## src/rtl/hex_trig_pkg.sv

```systemverilog
package hex_trig_pkg;

  localparam int NB_COUNT = 6;
  localparam int HIT_MIN  = 2;

  // Flat index of neighbour k of (r,c) on an offset-row hex grid, or -1
  // when that position falls off the grid.
  function automatic int nb_index(input int r, input int c, input int k,
                                  input int rows, input int cols);
    int  dr;
    int  dc;
    int  nr;
    int  nc;
    bit  odd;
    odd = ((r % 2) == 1);
    case (k)
      0:       begin dr = 0;  dc = -1;               end
      1:       begin dr = 0;  dc = 1;                end
      2:       begin dr = -1; dc = odd ? 0 : -1;     end
      3:       begin dr = -1; dc = odd ? 1 : 0;      end
      4:       begin dr = 1;  dc = odd ? 0 : -1;     end
      default: begin dr = 1;  dc = odd ? 1 : 0;      end
    endcase
    nr = r + dr;
    nc = c + dc;
    if (nr < 0 || nr >= rows || nc < 0 || nc >= cols) return -1;
    return nr * cols + nc;
  endfunction

endpackage

```

## src/rtl/pulse_stretch.sv

```systemverilog
module pulse_stretch #(
  parameter int WIN_W = 4
) (
  input  logic             clk,
  input  logic             rst_n,
  input  logic [WIN_W-1:0] win_cfg,
  input  logic             pulse,
  output logic             active
);

  localparam int CNT_W = WIN_W + 1;

  logic [CNT_W-1:0] cnt_q;
  logic [CNT_W-1:0] cnt_d;
  logic             cnt_en;

  always_comb begin
    cnt_en = pulse || (cnt_q != '0);
    if (pulse) cnt_d = {1'b0, win_cfg} + CNT_W'(1);
    else       cnt_d = cnt_q - CNT_W'(1);
  end

  always_ff @(posedge clk or negedge rst_n) begin
    if (!rst_n)      cnt_q <= '0;
    else if (cnt_en) cnt_q <= cnt_d;
  end

  assign active = (cnt_q != '0);

endmodule

```

## src/rtl/hex_neighbour_core.sv

```systemverilog
module hex_neighbour_core
  import hex_trig_pkg::*;
#(
  parameter int ROWS = 4,
  parameter int COLS = 4,
  localparam int NPIX = ROWS * COLS
) (
  input  logic            clk,
  input  logic            rst_n,
  input  logic [NPIX-1:0] act,
  output logic [NPIX-1:0] hit_mask
);

  logic [NPIX-1:0] hit_d;

  always_comb begin
    hit_d = '0;
    for (int r = 0; r < ROWS; r++) begin
      for (int c = 0; c < COLS; c++) begin
        int n_act;
        n_act = 0;
        for (int k = 0; k < NB_COUNT; k++) begin
          int idx;
          idx = nb_index(r, c, k, ROWS, COLS);
          if (idx >= 0) begin
            if (act[idx]) n_act = n_act + 1;
          end
        end
        hit_d[r*COLS+c] = act[r*COLS+c] && (n_act >= HIT_MIN);
      end
    end
  end

  always_ff @(posedge clk or negedge rst_n) begin
    if (!rst_n) hit_mask <= '0;
    else        hit_mask <= hit_d;
  end

endmodule

```

## src/rtl/hit_serializer.sv

```systemverilog
module hit_serializer #(
  parameter int ROWS = 4,
  parameter int COLS = 4,
  localparam int NPIX  = ROWS * COLS,
  localparam int ROW_W = (ROWS > 1) ? $clog2(ROWS) : 1,
  localparam int COL_W = (COLS > 1) ? $clog2(COLS) : 1
) (
  input  logic             clk,
  input  logic             rst_n,
  input  logic             load,
  input  logic [NPIX-1:0]  mask,
  output logic             coord_valid,
  output logic [ROW_W-1:0] coord_row,
  output logic [COL_W-1:0] coord_col
);

  logic [NPIX-1:0]  pend_q;
  logic [NPIX-1:0]  pend_d;
  logic             vld_d;
  logic [ROW_W-1:0] row_d;
  logic [COL_W-1:0] col_d;
  int               sel;
  logic             found;

  always_comb begin
    sel   = 0;
    found = 1'b0;
    for (int i = NPIX - 1; i >= 0; i--) begin
      if (pend_q[i]) begin
        sel   = i;
        found = 1'b1;
      end
    end
    pend_d = pend_q;
    vld_d  = 1'b0;
    row_d  = '0;
    col_d  = '0;
    if (found) begin
      pend_d[sel] = 1'b0;
      vld_d       = 1'b1;
      row_d       = ROW_W'(sel / COLS);
      col_d       = COL_W'(sel % COLS);
    end else if (load) begin
      pend_d = mask;
    end
  end

  always_ff @(posedge clk or negedge rst_n) begin
    if (!rst_n) begin
      pend_q      <= '0;
      coord_valid <= 1'b0;
      coord_row   <= '0;
      coord_col   <= '0;
    end else begin
      pend_q      <= pend_d;
      coord_valid <= vld_d;
      coord_row   <= row_d;
      coord_col   <= col_d;
    end
  end

endmodule

```

## src/rtl/hex_coinc_trigger.sv

```systemverilog
module hex_coinc_trigger #(
  parameter int ROWS  = 4,
  parameter int COLS  = 4,
  parameter int WIN_W = 4,
  parameter int TS_W  = 32,
  localparam int NPIX  = ROWS * COLS,
  localparam int ROW_W = (ROWS > 1) ? $clog2(ROWS) : 1,
  localparam int COL_W = (COLS > 1) ? $clog2(COLS) : 1
) (
  input  logic             clk,
  input  logic             rst_n,
  input  logic [WIN_W-1:0] win_cfg,
  input  logic [NPIX-1:0]  l1_in,
  output logic [NPIX-1:0]  hit_mask,
  output logic             cam_trig,
  output logic [TS_W-1:0]  trig_stamp,
  output logic             coord_valid,
  output logic [ROW_W-1:0] coord_row,
  output logic [COL_W-1:0] coord_col
);

  logic [1:0]      rst_sync_q;
  logic            rst_int_n;
  logic [NPIX-1:0] act;
  logic [TS_W-1:0] ts_q;
  logic            any_hit;
  logic            trig_rise;

  // Reset asserts at once, releases on the clock.
  always_ff @(posedge clk or negedge rst_n) begin
    if (!rst_n) rst_sync_q <= 2'b00;
    else        rst_sync_q <= {rst_sync_q[0], 1'b1};
  end
  assign rst_int_n = rst_sync_q[1];

  for (genvar p = 0; p < NPIX; p++) begin : g_pix
    pulse_stretch #(.WIN_W(WIN_W)) u_str (
      .clk    (clk),
      .rst_n  (rst_int_n),
      .win_cfg(win_cfg),
      .pulse  (l1_in[p]),
      .active (act[p])
    );
  end

  hex_neighbour_core #(.ROWS(ROWS), .COLS(COLS)) u_core (
    .clk     (clk),
    .rst_n   (rst_int_n),
    .act     (act),
    .hit_mask(hit_mask)
  );

  assign any_hit   = |hit_mask;
  assign trig_rise = any_hit && !cam_trig;

  always_ff @(posedge clk or negedge rst_int_n) begin
    if (!rst_int_n) begin
      ts_q       <= '0;
      cam_trig   <= 1'b0;
      trig_stamp <= '0;
    end else begin
      ts_q     <= ts_q + TS_W'(1);
      cam_trig <= any_hit;
      if (trig_rise) trig_stamp <= ts_q;
    end
  end

  hit_serializer #(.ROWS(ROWS), .COLS(COLS)) u_ser (
    .clk        (clk),
    .rst_n      (rst_int_n),
    .load       (trig_rise),
    .mask       (hit_mask),
    .coord_valid(coord_valid),
    .coord_row  (coord_row),
    .coord_col  (coord_col)
  );

endmodule

```

## config.mk

```make
export PLATFORM = sky130hd
export DESIGN_NAME = hex_coinc_trigger
export DESIGN_NICKNAME = d
export VERILOG_FILES = /design/src/rtl/hex_trig_pkg.sv /design/src/rtl/pulse_stretch.sv /design/src/rtl/hex_neighbour_core.sv /design/src/rtl/hit_serializer.sv /design/src/rtl/hex_coinc_trigger.sv
export SDC_FILE = /design/constraint.sdc
export NUM_CORES = 1
export LEC_CHECK = 0
export BUFFER_PORTS_ARGS = -buffer_cell sky130_fd_sc_hd__clkbuf_2
export CAP_MARGIN = 0
export CORE_MARGIN = 4
export CORE_UTILIZATION = 45
export CTS_CLUSTER_DIAMETER = 200
export DETAILED_ROUTE_END_ITERATION = 12
export GPL_ROUTABILITY_DRIVEN = 0
export PLACE_DENSITY = 0.73
export SYNTH_ARGS = -nofsm -noshare
export SYNTH_HDL_FRONTEND = slang
export SYNTH_SLANG_ARGS = --single-unit
```

## constraint.sdc

```tcl
create_clock -name clk -period 17 [get_ports clk]
set_clock_uncertainty 0.1 [all_clocks]
set_input_delay 3.4 -clock clk [delete_from_list [all_inputs] [get_ports clk]]
set_output_delay 3.4 -clock clk [all_outputs]
set_load 0.005 [all_outputs]
```

==> results.json, run 1 <==
{
  "die_area_um2": 26000,
  "synthesis.instances": 1112,
  "ir_drop_v": 0.0000679,
  "critPathRequiredTime_ns": 17.24,
  "tightest_slew_ns": 1.01,
  "fin_crit_sh_pct": 28.4,
  "synth_most_common_cell": "dfrtp_1",
  "area_growth_pct": 12.2,
  "dieHeight_um": 161,
  "synth-seq-cells": 184,
  "hold_violations": 0,
  "placed_cell_area_um2": 11200,
  "layout.cells.non_filler": 1492,
  "route.detailed.drc": 0,
  "portBuffers": 75,
  "synthTopCellsByCount": "dfrtp_1, nand2_1, ha_1, xnor2_1, a21oi_1",
  "via_per_inst": 5.33,
  "grt_use_total_pct": 17.9,
  "diodes": 0,
  "holdWs_ns": 0.134,
  "cts_buffers": 17,
  "nNetsFinal": 1274,
  "grt_max_degree": 81,
  "synth_largest_area_cell": "dfrtp_1",
  "drtPass1Iterations": 7,
  "yosysWarnings": 0,
  "cts_hold_buffers": 0,
  "utilization_pct": 51.9,
  "pin_count": 76,
  "synth.avg_cell_area_um2": 9.50,
  "setup_viol": 0,
  "cts_setup_buffers": 0,
  "synth_area_um2": 10600,
  "vias": 7950,
  "start_kind": "primary input",
  "setup_ws_ns": 12.18,
  "initial_core_util_pct": 46.3,
  "synth.net_count": 1220,
  "clock_latency_ns": 0.44,
  "fillCellCount": 2103,
  "cts_tree": "done",
  "final_max_slew_viol_count": 0,
  "cts_buffer_depth": 2,
  "first_global_vias": 7663,
  "wl_um": 22600,
  "ys_async_sr_fraction_pct": 100,
  "avgRoutedWirePerCell_um": 15.1,
  "fin_crit_ns": 4.82,
  "drtIter0Drc": 469,
  "ant_nets": 0,
  "ys.flop_type": "dfrtp_1",
  "core_area_um2": 22800,
  "slew_headroom_pct": 32.8,
  "dp_slack_ns": 11.82,
  "clk_pin_slew_worst_paths_ns": 0.09,
  "power_mw": 1.55,
  "grt_pass1_wl_um": 38400,
  "setup_tns_ns": 0,
  "crit_arrival_ns": 5.07,
  "yosys.cell_types.count": 57,
  "synth_top_area_share_pct": 43.6,
  "powerDensity_nw_per_um2": 130,
  "cp_max_fo": 18,
  "ys_seq_area_share_pct": 43.6,
  "place_hpwl_um": 16100,
  "status": "complete, no violations",
  "die_x_um": 161,
  "critPathKind": "primary input to flop",
  "cts_max_level": 4,
  "ctsResizeCount": 0,
  "p_leak_nw": 5.61,
  "register_area_um2": 4610,
  "rows": 55,
  "design_area_um2": 11900,
  "cts_sinks": 184,
  "crit_path_end_kind": "flop",
  "grt_overflow_total": 0,
  "antenna_found_initial": 0,
  "drive_gt1_share_pct": 14.5,
  "max_freq_mhz": 207,
  "max_cap_violations": 0,
  "synth_edf_count": 0,
  "hp-class": "flop to async pin",
  "dp_cells": 1460,
  "synthTopCellsByArea": "dfrtp_1, ha_1, xnor2_1",
  "multi_input_area_um2": 5500,
  "clock-root-buffer": "clkbuf_16",
  "rsz0062_at_grt": "no"
}
layer usage:
metal / vias to the layer above / part of all wire, % / GRT usage, %
li1: 3935 / - / -
met1: 3826 / 49 / 25.0
met2: 174 / 46 / 28.9
met3: 15 / 4.1 / 2.91
met4: 0 / 1.2 / 5.04
met5: - / 0 / 0
worst paths after layout:
| path | start | slack [ns] | to | depth (start not counted) |
|---|---|---|---|---|
| max | win_cfg[0] | 12.18 | g_pix[11].u_str.cnt_q[4] | 5 |
| min in group clk | rst_sync_q[0] | 0.26 | rst_sync_q[1] | 0 |
| max in group asynchronous | rst_n | 14.06 | rst_sync_q[1] | 1 |
| max reg2reg | g_pix[10].u_str.cnt_q[0] | 12.74 | u_core.hit_mask[9] | 18 |
| min | rst_sync_q[1] | 0.13 | trig_stamp[7] | 0 |
| min reg2reg | rst_sync_q[1] | 0.13 | trig_stamp[7] | 0 |
state kept, by name (all words and copies together) (netlist names):
register           count
cam_trig               1
u_ser.coord_col        2
u_core.hit_mask       16
u_ser.coord_row        2
u_ser.pend_q          16
u_ser.coord_valid      1
rst_sync_q             2
ts_q                  32
g_pix.u_str.cnt_q     80
trig_stamp            32
critical path, cell delays in order:
cell      delay, ns
clkbuf_2       0.40
ha_1           0.26
and3_1         0.76
nand2_1        0.13
o21ai_0        0.12
area by class of cell:
cell class	count	area share, %
Clock buffer	17	3.59
Clock inverter	15	1.80
Inverter	70	2.30
Multi-Input combinational cell	809	46.4
Sequential cell	184	38.9
Tap cell	313	3.30
Timing Repair Buffer	84	3.74
cell families (layout without fill, tap and decap cells):
family                   Yosys count  after routing  synth area share (%)
flip-flops                       184            184                  43.6
adder cells (fa/ha/maj)           86             86                  10.2
buffers and inverters            119            186                  4.42
XOR/XNOR                         103            103                  8.78
other                              1              1                0.0355
AND/OR/NAND/NOR                  369            369                  16.3
AO/OA/AOI/OAI                    199            199                  11.5
multiplexers                      51             51                  5.26
placed cells by master, fill, tap and decap left out, drive strengths merged, types with 3 or more instances in the layout:
cell / count
dfrtp: 184
nand2: 161
clkbuf: 92
xnor2: 87
ha: 86
inv: 73
a21oi: 64
nor2: 62
o21ai: 60
nor3: 57
o31ai: 39
mux2: 36
nand3: 23
xor2: 16
mux2i: 15
clkinv: 11
nand3b: 10
nor4: 10
a22o: 10
nand4: 9
buf: 9
and3: 8
and2: 8
or4b: 6
a31oi: 4
a211oi: 4
nand2b: 4
a2111oi: 3
o31a: 3
o211ai: 3
nor2b: 3
where the power goes:
part | internal [mW] | switching (mW)
Sequential | 0.504 | 0.0609
Combinational | 0.249 | 0.319
Clock | 0.206 | 0.207
Total | 0.960 | 0.587
(Power assumes the default switching activity.)
==> run 2, diff against run 1 <==
--- a/config.mk
+++ b/config.mk
@@ -12,7 +12,7 @@
 export CTS_CLUSTER_DIAMETER = 200
 export DETAILED_ROUTE_END_ITERATION = 12
 export GPL_ROUTABILITY_DRIVEN = 0
-export PLACE_DENSITY = 0.73
+export PLACE_DENSITY = 0.76
 export SYNTH_ARGS = -nofsm -noshare
 export SYNTH_HDL_FRONTEND = slang
 export SYNTH_SLANG_ARGS = --single-unit
==> constraint.sdc (replaced) <==
create_clock -name clk -period 3.9 [get_ports clk]
set_clock_uncertainty 0.1 [all_clocks]
set_input_delay 0.78 -clock clk [delete_from_list [all_inputs] [get_ports clk]]
set_output_delay 0.78 -clock clk [all_outputs]
set_load 0.005 [all_outputs]
==> results.json, run 2 (synthesized netlist as in run 1, its figures left out) <==
{
  "status": "complete, no violations",
  "register_area_um2": 4610,
  "r2r.worst_path.cells": 13,
  "hold_violations": 0,
  "worst-path-stages": 13,
  "nNetsFinal": 1295,
  "start_kind": "flop",
  "p_clk_share_pct": 25.6,
  "p_switching_mw": 2.60,
  "powerDensity_nw_per_um2": 567,
  "dieHeight_um": 161,
  "cts_buffers": 17,
  "cts_buffer_depth": 2,
  "design_area_um2": 12000,
  "grt_use_total_pct": 18.6,
  "route.detailed.drc": 0,
  "ant_nets": 0,
  "power_frac_comb_pct": 38.0,
  "use_met1_pct": 25.4,
  "fin_crit_ns": 3.70,
  "avgRoutedWirePerCell_um": 15.7,
  "final_max_slew_viol_count": 0,
  "core_area_um2": 22800,
  "max_cap_violations": 0,
  "fillCellCount": 2074,
  "diodes": 0,
  "cts_sinks": 184,
  "swShare_pct": 38.1,
  "max_stage_delay_ns": 0.52,
  "p_leak_nw": 5.71,
  "crit_chain": "inv_1 -> ha_1 -> or4b_1 -> inv_2 -> ha_1 -> mux2i_1 -> xnor2_1 -> a21o_1 -> ha_1 -> mux2_2 -> ha_1 -> a2111oi_0 -> o32ai_1",
  "area_growth_pct": 13.6,
  "wl_um": 23800,
  "power_frac_seq_pct": 36.5,
  "ir_drop_v": 0.000320,
  "clock_latency_ns": 0.43,
  "critPathKind": "flop to flop",
  "rsz0062_at_grt": "no",
  "multi_input_area_um2": 5510,
  "portBuffers": 75,
  "die_x_um": 161,
  "pin_count": 76,
  "crit_path_end_kind": "flop",
  "reg_top3": "g_pix.u_str.cnt_q (80), trig_stamp (32), ts_q (32)",
  "tightest_slew_ns": 1.01,
  "utilization_pct": 52.6,
  "path_common_cell": "ha_1",
  "holdPathStages": 0,
  "die_area_um2": 26000,
  "cp_max_fo": 12,
  "top_register": "g_pix.u_str.cnt_q",
  "via_per_inst": 5.41,
  "drtPass1Iterations": 5,
  "drtIter0Drc": 570,
  "largest_register_ffs": 80,
  "setup_viol": 0,
  "path_delay_family": "adder cells",
  "crit_arrival_ns": 3.89,
  "antenna_found_initial": 0,
  "max_freq_mhz": 270,
  "busiest_layer": "met2",
  "slew_headroom_pct": 32.7,
  "grt_use_met3_pct": 3.19,
  "rows": 55,
  "initial_core_util_pct": 46.3,
  "crit_buf_inv": 2,
  "first_global_vias": 7953,
  "layout_common_cells": "dfrtp_1, nand2_1, ha_1, xnor2_1, clkbuf_2",
  "critPathRequiredTime_ns": 4.09,
  "vias": 8179,
  "grt_max_degree": 75,
  "power_mw": 6.81,
  "crit_slowest_cell": "or4b_1",
  "placed_cell_area_um2": 11400,
  "hp-class": "flop to flop",
  "fin_crit_sh_pct": 94.9,
  "grtUsageMet2_pct": 31.2,
  "clk_pin_slew_worst_paths_ns": 0.08,
  "cts_max_level": 4,
  "setup_tns_ns": 0,
  "grt_pass1_wl_um": 39700,
  "cts_tree": "done",
  "grt_overflow_total": 0,
  "drive_gt1_share_pct": 16.0,
  "clock-root-buffer": "clkbuf_16",
  "layout_commonest_cell": "dfrtp_1",
  "intPower_mw": 4.22,
  "place_hpwl_um": 16500
}
==> run 2: area by class of cell <==
class / instances / share of cell area [%]
multi-input combinational: 809 / 45.9
sequential: 184 / 38.4
timing repair buffer: 105 / 5.23
clock buffer: 17 / 3.54
tap: 313 / 3.26
inverter: 70 / 2.27
clock inverter: 15 / 1.46
==> run 2: power groups by stage <==
stage | registers, mW | logic (mW) | clock network, mW
floorplan | 2.46 | 1.90 | 0
global placement | 2.51 | 2.41 | 0
detailed placement | 2.51 | 2.52 | 0
CTS | 2.48 | 2.56 | 1.78
global route | 2.53 | 2.91 | 1.87
finish | 2.49 | 2.59 | 1.74
==> run 2: worst paths after layout <==
kind / startpoint / end / slack (ns)
max: g_pix[5].u_str.cnt_q[0] / u_core.hit_mask[6] / 0.20
min: rst_sync_q[0] / rst_sync_q[1] / 0.28
max reg2reg: g_pix[5].u_str.cnt_q[0] / u_core.hit_mask[6] / 0.20
min reg2reg: rst_sync_q[0] / rst_sync_q[1] / 0.28
max in group asynchronous: rst_sync_q[1] / u_ser.pend_q[6] / 2.57
min in group asynchronous: rst_sync_q[1] / g_pix[15].u_str.cnt_q[3] / 0.31
==> run 2: metrics by stage <==
step	cells	setup WS (ns)	hold slack (ns)
floorplan	1112	0.192	0.231
global placement	1478	0.351	0.238
detailed placement	1478	0.239	0.236
CTS	1511	0.201	0.283
global route	1513	0.0170	0.285
finish	1513	0.199	0.277
==> run 2: timing repair <==
item                       in CTS  in global routing
hold buffers                    1                  0
resized for setup               0                  2
setup endpoints to repair       0                  2
setup buffers                   0                  2
hold endpoints to repair        1                  0
==> run 2: per-layer routing <==
layer  vias up  share of wire (%)
met2       212                 48
met1      3980                 46
met3        20                4.6
li1       3967                  -
met4         0                1.1
met5         -                  0
